`config.mk`:
```
export PLATFORM = sky130hd
export DESIGN_NAME = uart_fifo_ctrl
export DESIGN_NICKNAME = d
export VERILOG_FILES = /design/src/rtl/uart_fifo_pkg.sv /design/src/rtl/byte_fifo.sv /design/src/rtl/fifo_ctl_reg.sv /design/src/rtl/req_gen.sv /design/src/rtl/uart_fifo_ctrl.sv
export SDC_FILE = /design/constraint.sdc
export NUM_CORES = 1
export LEC_CHECK = 0
export ABC_AREA = 1
export BUFFER_PORTS_ARGS = -buffer_cell sky130_fd_sc_hd__buf_4
export CELL_PAD_IN_SITES_DETAIL_PLACEMENT = 1
export CELL_PAD_IN_SITES_GLOBAL_PLACEMENT = 2
export CORE_ASPECT_RATIO = 2
export CORE_MARGIN = 3
export CORE_UTILIZATION = 46
export CTS_CLUSTER_DIAMETER = 120
export DETAILED_ROUTE_END_ITERATION = 12
export PLACE_DENSITY = 0.94
export SLEW_MARGIN = 0
export SYNTH_ARGS = -nofsm -noshare
export SYNTH_HDL_FRONTEND = slang
export SYNTH_SLANG_ARGS = --single-unit
```
`constraint.sdc`:
```
create_clock -name clk -period 5.84 [get_ports clk]
set_input_delay 1.168 -clock clk [delete_from_list [all_inputs] [get_ports clk]]
set_output_delay 1.168 -clock clk [all_outputs]
set_load 0.03 [all_outputs]
```
`src/rtl/uart_fifo_pkg.sv`:
```
// Package: shared types and helpers for the UART FIFO threshold controller.
// Assumes control-word bit positions are fixed by software convention.
package uart_fifo_pkg;

    localparam int CTL_EN_BIT   = 0;
    localparam int CTL_RXCLR_BIT = 1;
    localparam int CTL_TXCLR_BIT = 2;
    localparam int CTL_TXLVL_BIT = 3;
    localparam int CTL_TRIG_LO  = 6;

    typedef struct packed {
        logic [1:0] rx_trig;      // receive level code
        logic       tx_on_empty;  // 1: request only when empty
        logic       fifo_on;      // FIFOs enabled
    } fifo_ctl_t;

    // Byte count that a receive level code stands for.
    function automatic int trig_bytes(input logic [1:0] code);
        case (code)
            2'b00:   trig_bytes = 1;
            2'b01:   trig_bytes = 8;
            2'b10:   trig_bytes = 16;
            default: trig_bytes = 32;
        endcase
    endfunction

endpackage

```
`src/rtl/byte_fifo.sv`:
```
// Byte FIFO with flush and a single-entry mode.
// Assumes flush has priority over push and pop in the same cycle; pushes
// into a full FIFO and pops from an empty one are ignored.
module byte_fifo #(
    parameter int DEPTH = 64,
    parameter int W     = 8,
    localparam int AW   = $clog2(DEPTH),
    localparam int CW   = $clog2(DEPTH + 1)
) (
    input  logic          clk,
    input  logic          rst_n,
    input  logic          single,
    input  logic          clr,
    input  logic          push,
    input  logic [W-1:0]  din,
    input  logic          pop,
    output logic [W-1:0]  dout,
    output logic [CW-1:0] count
);
    logic [W-1:0]  mem [DEPTH];
    logic [AW-1:0] wr_ptr, rd_ptr;
    logic [CW-1:0] cap;
    logic          do_push, do_pop;

    // Effective capacity and accepted operations.
    always_comb begin
        cap     = single ? CW'(1) : CW'(DEPTH);
        do_push = push && (count < cap) && !clr;
        do_pop  = pop && (count != '0) && !clr;
    end

    // Next pointer with wrap at DEPTH.
    function automatic logic [AW-1:0] bump(input logic [AW-1:0] p);
        bump = (p == AW'(DEPTH - 1)) ? '0 : p + AW'(1);
    endfunction

    // Storage write.
    always_ff @(posedge clk) begin
        if (do_push) mem[wr_ptr] <= din;
    end

    // Pointers and occupancy.
    always_ff @(posedge clk) begin
        if (!rst_n || clr) begin
            wr_ptr <= '0;
            rd_ptr <= '0;
            count  <= '0;
        end else begin
            if (do_push) wr_ptr <= bump(wr_ptr);
            if (do_pop)  rd_ptr <= bump(rd_ptr);
            count <= count + CW'(do_push) - CW'(do_pop);
        end
    end

    assign dout = mem[rd_ptr];

    a_r4_count_bound: assert property (@(posedge clk) disable iff (!rst_n)
        count <= CW'(DEPTH));
    a_r8_flush_empties: assert property (@(posedge clk) disable iff (!rst_n)
        clr |=> (count == '0));
    a_r3_single_holds_one: assert property (@(posedge clk) disable iff (!rst_n)
        (single && count == CW'(1) && push && !pop && !clr) |=> (count == CW'(1)));

endmodule

```
`src/rtl/fifo_ctl_reg.sv`:
```
// Write-only control word sharing its address with a read-only ID word.
// Assumes reserved bits are dropped and flush bits act as one-cycle pulses.
module fifo_ctl_reg
    import uart_fifo_pkg::*;
(
    input  logic        clk,
    input  logic        rst_n,
    input  logic        wr,
    input  logic [31:0] wdata,
    output fifo_ctl_t   ctl,
    output logic        rx_flush,
    output logic        tx_flush,
    output logic [31:0] rdata
);
    // Stored fields only; reserved bits are never captured.
    always_ff @(posedge clk) begin
        if (!rst_n) begin
            ctl <= '0;
        end else if (wr) begin
            ctl.fifo_on     <= wdata[CTL_EN_BIT];
            ctl.tx_on_empty <= wdata[CTL_TXLVL_BIT];
            ctl.rx_trig     <= wdata[CTL_TRIG_LO +: 2];
        end
    end

    // Flush pulses exist only during the write that carries them.
    always_comb begin
        rx_flush = wr && wdata[CTL_RXCLR_BIT];
        tx_flush = wr && wdata[CTL_TXCLR_BIT];
    end

    // Placeholder identification word.
    always_comb begin
        rdata = 32'h0000_0001;
        rdata[7] = ctl.fifo_on;
        rdata[6] = ctl.fifo_on;
    end

    a_r2_write_loads: assert property (@(posedge clk) disable iff (!rst_n)
        wr |=> (ctl.fifo_on == $past(wdata[CTL_EN_BIT])));

endmodule

```
`src/rtl/req_gen.sv`:
```
// Interrupt and DMA request generation from FIFO occupancy.
// Assumes counts are registered so requests settle one edge after a change.
module req_gen
    import uart_fifo_pkg::*;
#(
    parameter int DEPTH = 64,
    localparam int CW   = $clog2(DEPTH + 1),
    localparam int HALF = DEPTH / 2
) (
    input  logic          clk,
    input  logic          rst_n,
    input  fifo_ctl_t     ctl,
    input  logic [CW-1:0] rx_cnt,
    input  logic [CW-1:0] tx_cnt,
    input  logic          rx_irq_en,
    input  logic          tx_irq_en,
    input  logic          dma_mode,
    output logic          rx_irq,
    output logic          rx_dma,
    output logic          tx_req,
    output logic          tx_irq,
    output logic          tx_dma
);
    logic [CW-1:0] rx_thr;
    logic          rx_hit;

    // Receive level and comparison.
    always_comb begin
        rx_thr = ctl.fifo_on ? CW'(trig_bytes(ctl.rx_trig)) : CW'(1);
        rx_hit = rx_cnt >= rx_thr;
        rx_irq = rx_irq_en && rx_hit;
        rx_dma = dma_mode && ctl.fifo_on && (ctl.rx_trig != 2'b00) && rx_hit;
    end

    // Transmit level: half empty or empty.
    always_comb begin
        if (ctl.fifo_on && !ctl.tx_on_empty) tx_req = tx_cnt <= CW'(HALF);
        else                                 tx_req = tx_cnt == '0;
        tx_irq = tx_irq_en && tx_req;
        tx_dma = dma_mode && tx_req;
    end

    a_r6_trig1_no_dma: assert property (@(posedge clk) disable iff (!rst_n)
        (ctl.rx_trig == 2'b00) |-> !rx_dma);
    a_r7_empty_level: assert property (@(posedge clk) disable iff (!rst_n)
        (ctl.tx_on_empty && tx_req) |-> (tx_cnt == '0));

endmodule

```
`src/rtl/uart_fifo_ctrl.sv`:
```
// Top: UART FIFO threshold controller.
// Assumes one shared bus address for control write and ID read, and an
// external shifter that accepts a byte whenever it reports not busy.
module uart_fifo_ctrl
    import uart_fifo_pkg::*;
#(
    parameter int DEPTH = 64,
    parameter int W     = 8,
    localparam int CW   = $clog2(DEPTH + 1)
) (
    input  logic          clk,
    input  logic          rst_n,
    input  logic          bus_wr,
    input  logic [31:0]   bus_wdata,
    output logic [31:0]   bus_rdata,
    input  logic          rx_irq_en,
    input  logic          tx_irq_en,
    input  logic          dma_mode,
    input  logic          rx_push,
    input  logic [W-1:0]  rx_byte,
    input  logic          rx_pop,
    output logic [W-1:0]  rx_head,
    output logic [CW-1:0] rx_level,
    input  logic          tx_push,
    input  logic [W-1:0]  tx_byte,
    input  logic          tx_shift_busy,
    output logic          tx_load,
    output logic [W-1:0]  tx_load_byte,
    output logic [CW-1:0] tx_level,
    output logic          tx_data_req,
    output logic          rx_irq,
    output logic          tx_irq,
    output logic          rx_dma_req,
    output logic          tx_dma_req
);
    fifo_ctl_t ctl;
    logic      rx_flush, tx_flush;

    fifo_ctl_reg u_ctl (
        .clk(clk), .rst_n(rst_n), .wr(bus_wr), .wdata(bus_wdata),
        .ctl(ctl), .rx_flush(rx_flush), .tx_flush(tx_flush), .rdata(bus_rdata)
    );

    byte_fifo #(.DEPTH(DEPTH), .W(W)) u_rx (
        .clk(clk), .rst_n(rst_n), .single(!ctl.fifo_on), .clr(rx_flush),
        .push(rx_push), .din(rx_byte), .pop(rx_pop),
        .dout(rx_head), .count(rx_level)
    );

    // Hand a byte to the shifter when idle, never during a flush.
    assign tx_load = !tx_shift_busy && (tx_level != '0) && !tx_flush;

    byte_fifo #(.DEPTH(DEPTH), .W(W)) u_tx (
        .clk(clk), .rst_n(rst_n), .single(!ctl.fifo_on), .clr(tx_flush),
        .push(tx_push), .din(tx_byte), .pop(tx_load),
        .dout(tx_load_byte), .count(tx_level)
    );

    req_gen #(.DEPTH(DEPTH)) u_req (
        .clk(clk), .rst_n(rst_n), .ctl(ctl), .rx_cnt(rx_level), .tx_cnt(tx_level),
        .rx_irq_en(rx_irq_en), .tx_irq_en(tx_irq_en), .dma_mode(dma_mode),
        .rx_irq(rx_irq), .rx_dma(rx_dma_req), .tx_req(tx_data_req),
        .tx_irq(tx_irq), .tx_dma(tx_dma_req)
    );

    a_r8_flush_raises_req: assert property (@(posedge clk) disable iff (!rst_n)
        tx_flush |=> tx_data_req);
    a_r9_rx_flush_empties: assert property (@(posedge clk) disable iff (!rst_n)
        rx_flush |=> (rx_level == '0));
    a_r10_load_takes_one: assert property (@(posedge clk) disable iff (!rst_n)
        (tx_load && !tx_push) |=> (tx_level == $past(tx_level) - CW'(1)));

endmodule

```
==> impl_metrics.json <==
{
  "place_congestion": 0.848,
  "slew_headroom_pct": 9.72,
  "final-hold-violation-count": 0,
  "cap_violations": 0,
  "ys_warn_count": 0,
  "grt_max_degree": 141,
  "h-tree-depth": 3,
  "stdcell_area_um2": 49700,
  "period_share_pct": 81.4,
  "synth.ff_latch_count": 1078,
  "synthAdderAreaFrac_pct": 1.08,
  "cts_buffer_depth": 3,
  "yosysMostFrequentCell": "nand2_1",
  "route.detailed.drc": 0,
  "area_growth_pct": 9.84,
  "viasPerCell": 5.61,
  "setup_viol_count_final": 0,
  "synth-compound-area-share_pct": 0.907,
  "syn_area_per_cell_um2": 11.2,
  "antenna_found_initial": 1,
  "core-area_um2": 97500,
  "ctsResizeCount": 0,
  "total_power_mw": 18.9,
  "path_max_fanout": 85,
  "die_w_um": 228,
  "synth_area_leader_cell": "edfxtp_1",
  "insertion_delay_ns": 0.69,
  "slowest_delay_ns": 0.62,
  "cts_tree": "built",
  "drive_gt1_share_pct": 6.91,
  "skew_ns": 0.0240,
  "synth_commonest_cells": "nand2_1, edfxtp_1, nand3_1",
  "synth_top_family_by_area": "simple AND/OR/NAND/NOR gates",
  "numCtsBuffers": 94,
  "syn-cell-area_um2": 45200,
  "hold_buffers": 0,
  "root_buffer": "clkbuf_16",
  "cts.sinks": 1078,
  "io_buffers": 69,
  "cts.clk_slew.worst_paths_ns": 0.07,
  "cp.required_ns": 4.67,
  "drtIter0Drc": 1863,
  "powerDensity_nw_per_um2": 379,
  "worstMarginPinSlew_ns": 1.34,
  "cp-start-kind": "flop",
  "slowest_stage": "buf_4",
  "drtAntennaViolNets": 0,
  "fp.dieH_um": 450,
  "hold_start": "u_ctl.ctl[1]$_SDFFE_PN0P_",
  "postPlaceCellArea_um2": 46500,
  "hp-class": "reg2reg",
  "synth_top_area_share_pct": 68.0,
  "dp.cells": 5210,
  "fmax_mhz": 210,
  "synth-simple-area-share_pct": 23.4,
  "stdcell_count": 5381,
  "nets": 4090,
  "grt_usage_pct": 25.5,
  "r2r-start": "u_ctl.ctl[0]$_SDFFE_PN0P_",
  "post_drt_wl_per_cell_um": 24.5,
  "synthMuxAreaShare_pct": 0,
  "grt_overflow": 0,
  "ys_top_cells_by_area": "edfxtp_1, nand2_1, nand3_1, dfxtp_1, nor2_1",
  "drt-total-wl_um": 132000,
  "antenna_cells": 0,
  "pin_count": 126,
  "synth-async-reset-ratio_pct": 0,
  "synth.distinct_cells": 32,
  "finalCriticalPeriod_ns": 4.76,
  "die-area_um2": 102000,
  "worst_setup_path_end_kind": "output pin",
  "ir_drop_mv": 0.371,
  "vias": 30200,
  "maxSlewViolCount": 0,
  "path_delay_family": "buffers and inverters",
  "dp.final_hpwl_um": 82000,
  "rsz0062_at_grt": "false",
  "synthCells": 4023,
  "grt_pass1_vias": 32500,
  "synth_flop_cell": "edfxtp_1",
  "first_pass_iters": 5,
  "worst-path-buf-inv": 3,
  "synth-xor-area-share_pct": 0.174,
  "cts_setup_buffers": 0,
  "crit_type": "reg2out",
  "start_util_pct": 46.4,
  "cp_data_arrival_time_ns": 3.59,
  "crit_chain": "inv_6 > buf_4 > nand2_1 > nand3_1 > nand3_1 > nand2_1 > nand2_1 > nand3_1 > nand3_1 > nand2_1 > buf_4",
  "total_leakage_power_nw": 17.7,
  "fin_tns_setup_ns": 0,
  "fp-row-count": 162,
  "grt_pass1_wl_um": 197000,
  "ys_seq_area_share_pct": 70.4,
  "synth-edff-count": 1024,
  "outcome": "completed"
}
==> worst register-to-register path, stage by stage, from the launching register on <==
cell,delay [ns]
dfxtp_1,0.45
inv_2,0.15
ha_1,0.23
nor3b_2,0.20
a21boi_2,0.18
buf_4,0.24
nand4_1,0.90
nor2_1,1.07
==> per-layer routing <==
metal,global-route usage [%],up-vias,part of all wire [%]
met5,0,-,0
met4,17.0,0,7.5
met3,2.53,330,3.0
met2,49.5,732,56
met1,25.3,15300,34
li1,-,13800,-
==> power by group <==
group | switching [mW] | total [mW] | internal [mW]
registers | 0.144 | 8.70 | 8.55
logic | 2.56 | 3.55 | 0.997
clock network | 2.87 | 6.60 | 3.74
total | 5.57 | 18.9 | 13.3
==> stage by stage <==
step / hold WS, ns / util [%] / setup slack, ns
2_1_floorplan: 0.463 / - / 2.77
3_3_place_gp: 0.490 / 47.7 / 1.62
3_5_place_dp: 0.505 / 47.7 / 1.52
4_1_cts: 0.522 / 51.0 / 1.04
5_1_grt: 0.541 / 51.0 / 0.808
6_report: 0.514 / 51.0 / 1.08
==> final cells by class <==
cell class / instances / area [um^2]
flip-flops and latches: 1078 / 31800
multi-input cells: 2622 / 11700
clock buffers: 108 / 2490
repair buffers: 107 / 941
inverters: 91 / 360
fillers: 10200 / 47800
clock inverters: 63 / 736
well taps: 1312 / 1640
==> cell usage in the layout (no fill, tap or decap), types with 13 or more instances in the layout <==
cell and n:
clkbuf_16 98, nand3_1 896, bufinv_16 15, clkinv_2 14, o21ai_0 33, clkinv_1 16, edfxtp_1 1024, buf_4 96
nand4_1 13, ha_1 36, inv_1 83, dfxtp_1 48, nand2_1 1364, a21oi_1 32, nor2_1 178, conb_1 30
==> worst paths after layout <==
| kind | endpoint | slack, ns | cells after the start |
|---|---|---|---|
| setup / recovery | tx_load_byte[6] | 1.08 | 11 |
| hold reg to reg | u_ctl.ctl[1]$_SDFFE_PN0P_ | 0.51 | 2 |
| hold / removal | u_ctl.ctl[1]$_SDFFE_PN0P_ | 0.51 | 2 |
| setup reg to reg | u_rx.mem[1][3]$_DFFE_PP_ | 2.04 | 7 |
==> registers in the layout, indices dropped and copies added (netlist names), named ones only <==
signal       flops
u_tx.count       7
u_ctl.ctl        4
u_rx.rd_ptr      6
u_tx.mem       512
u_rx.wr_ptr      6
u_rx.mem       512
u_tx.wr_ptr      6
u_tx.rd_ptr      6
u_rx.count       7
==> logic make-up after synthesis <==
kind of cell	count (synthesis)
xor+xnor	9
compound gates	75
simple gates	2470
buf+inv	351
flops	1078
fa+ha+maj	38
other cells	2
Note: power is estimated with default switching activity, not from simulation.
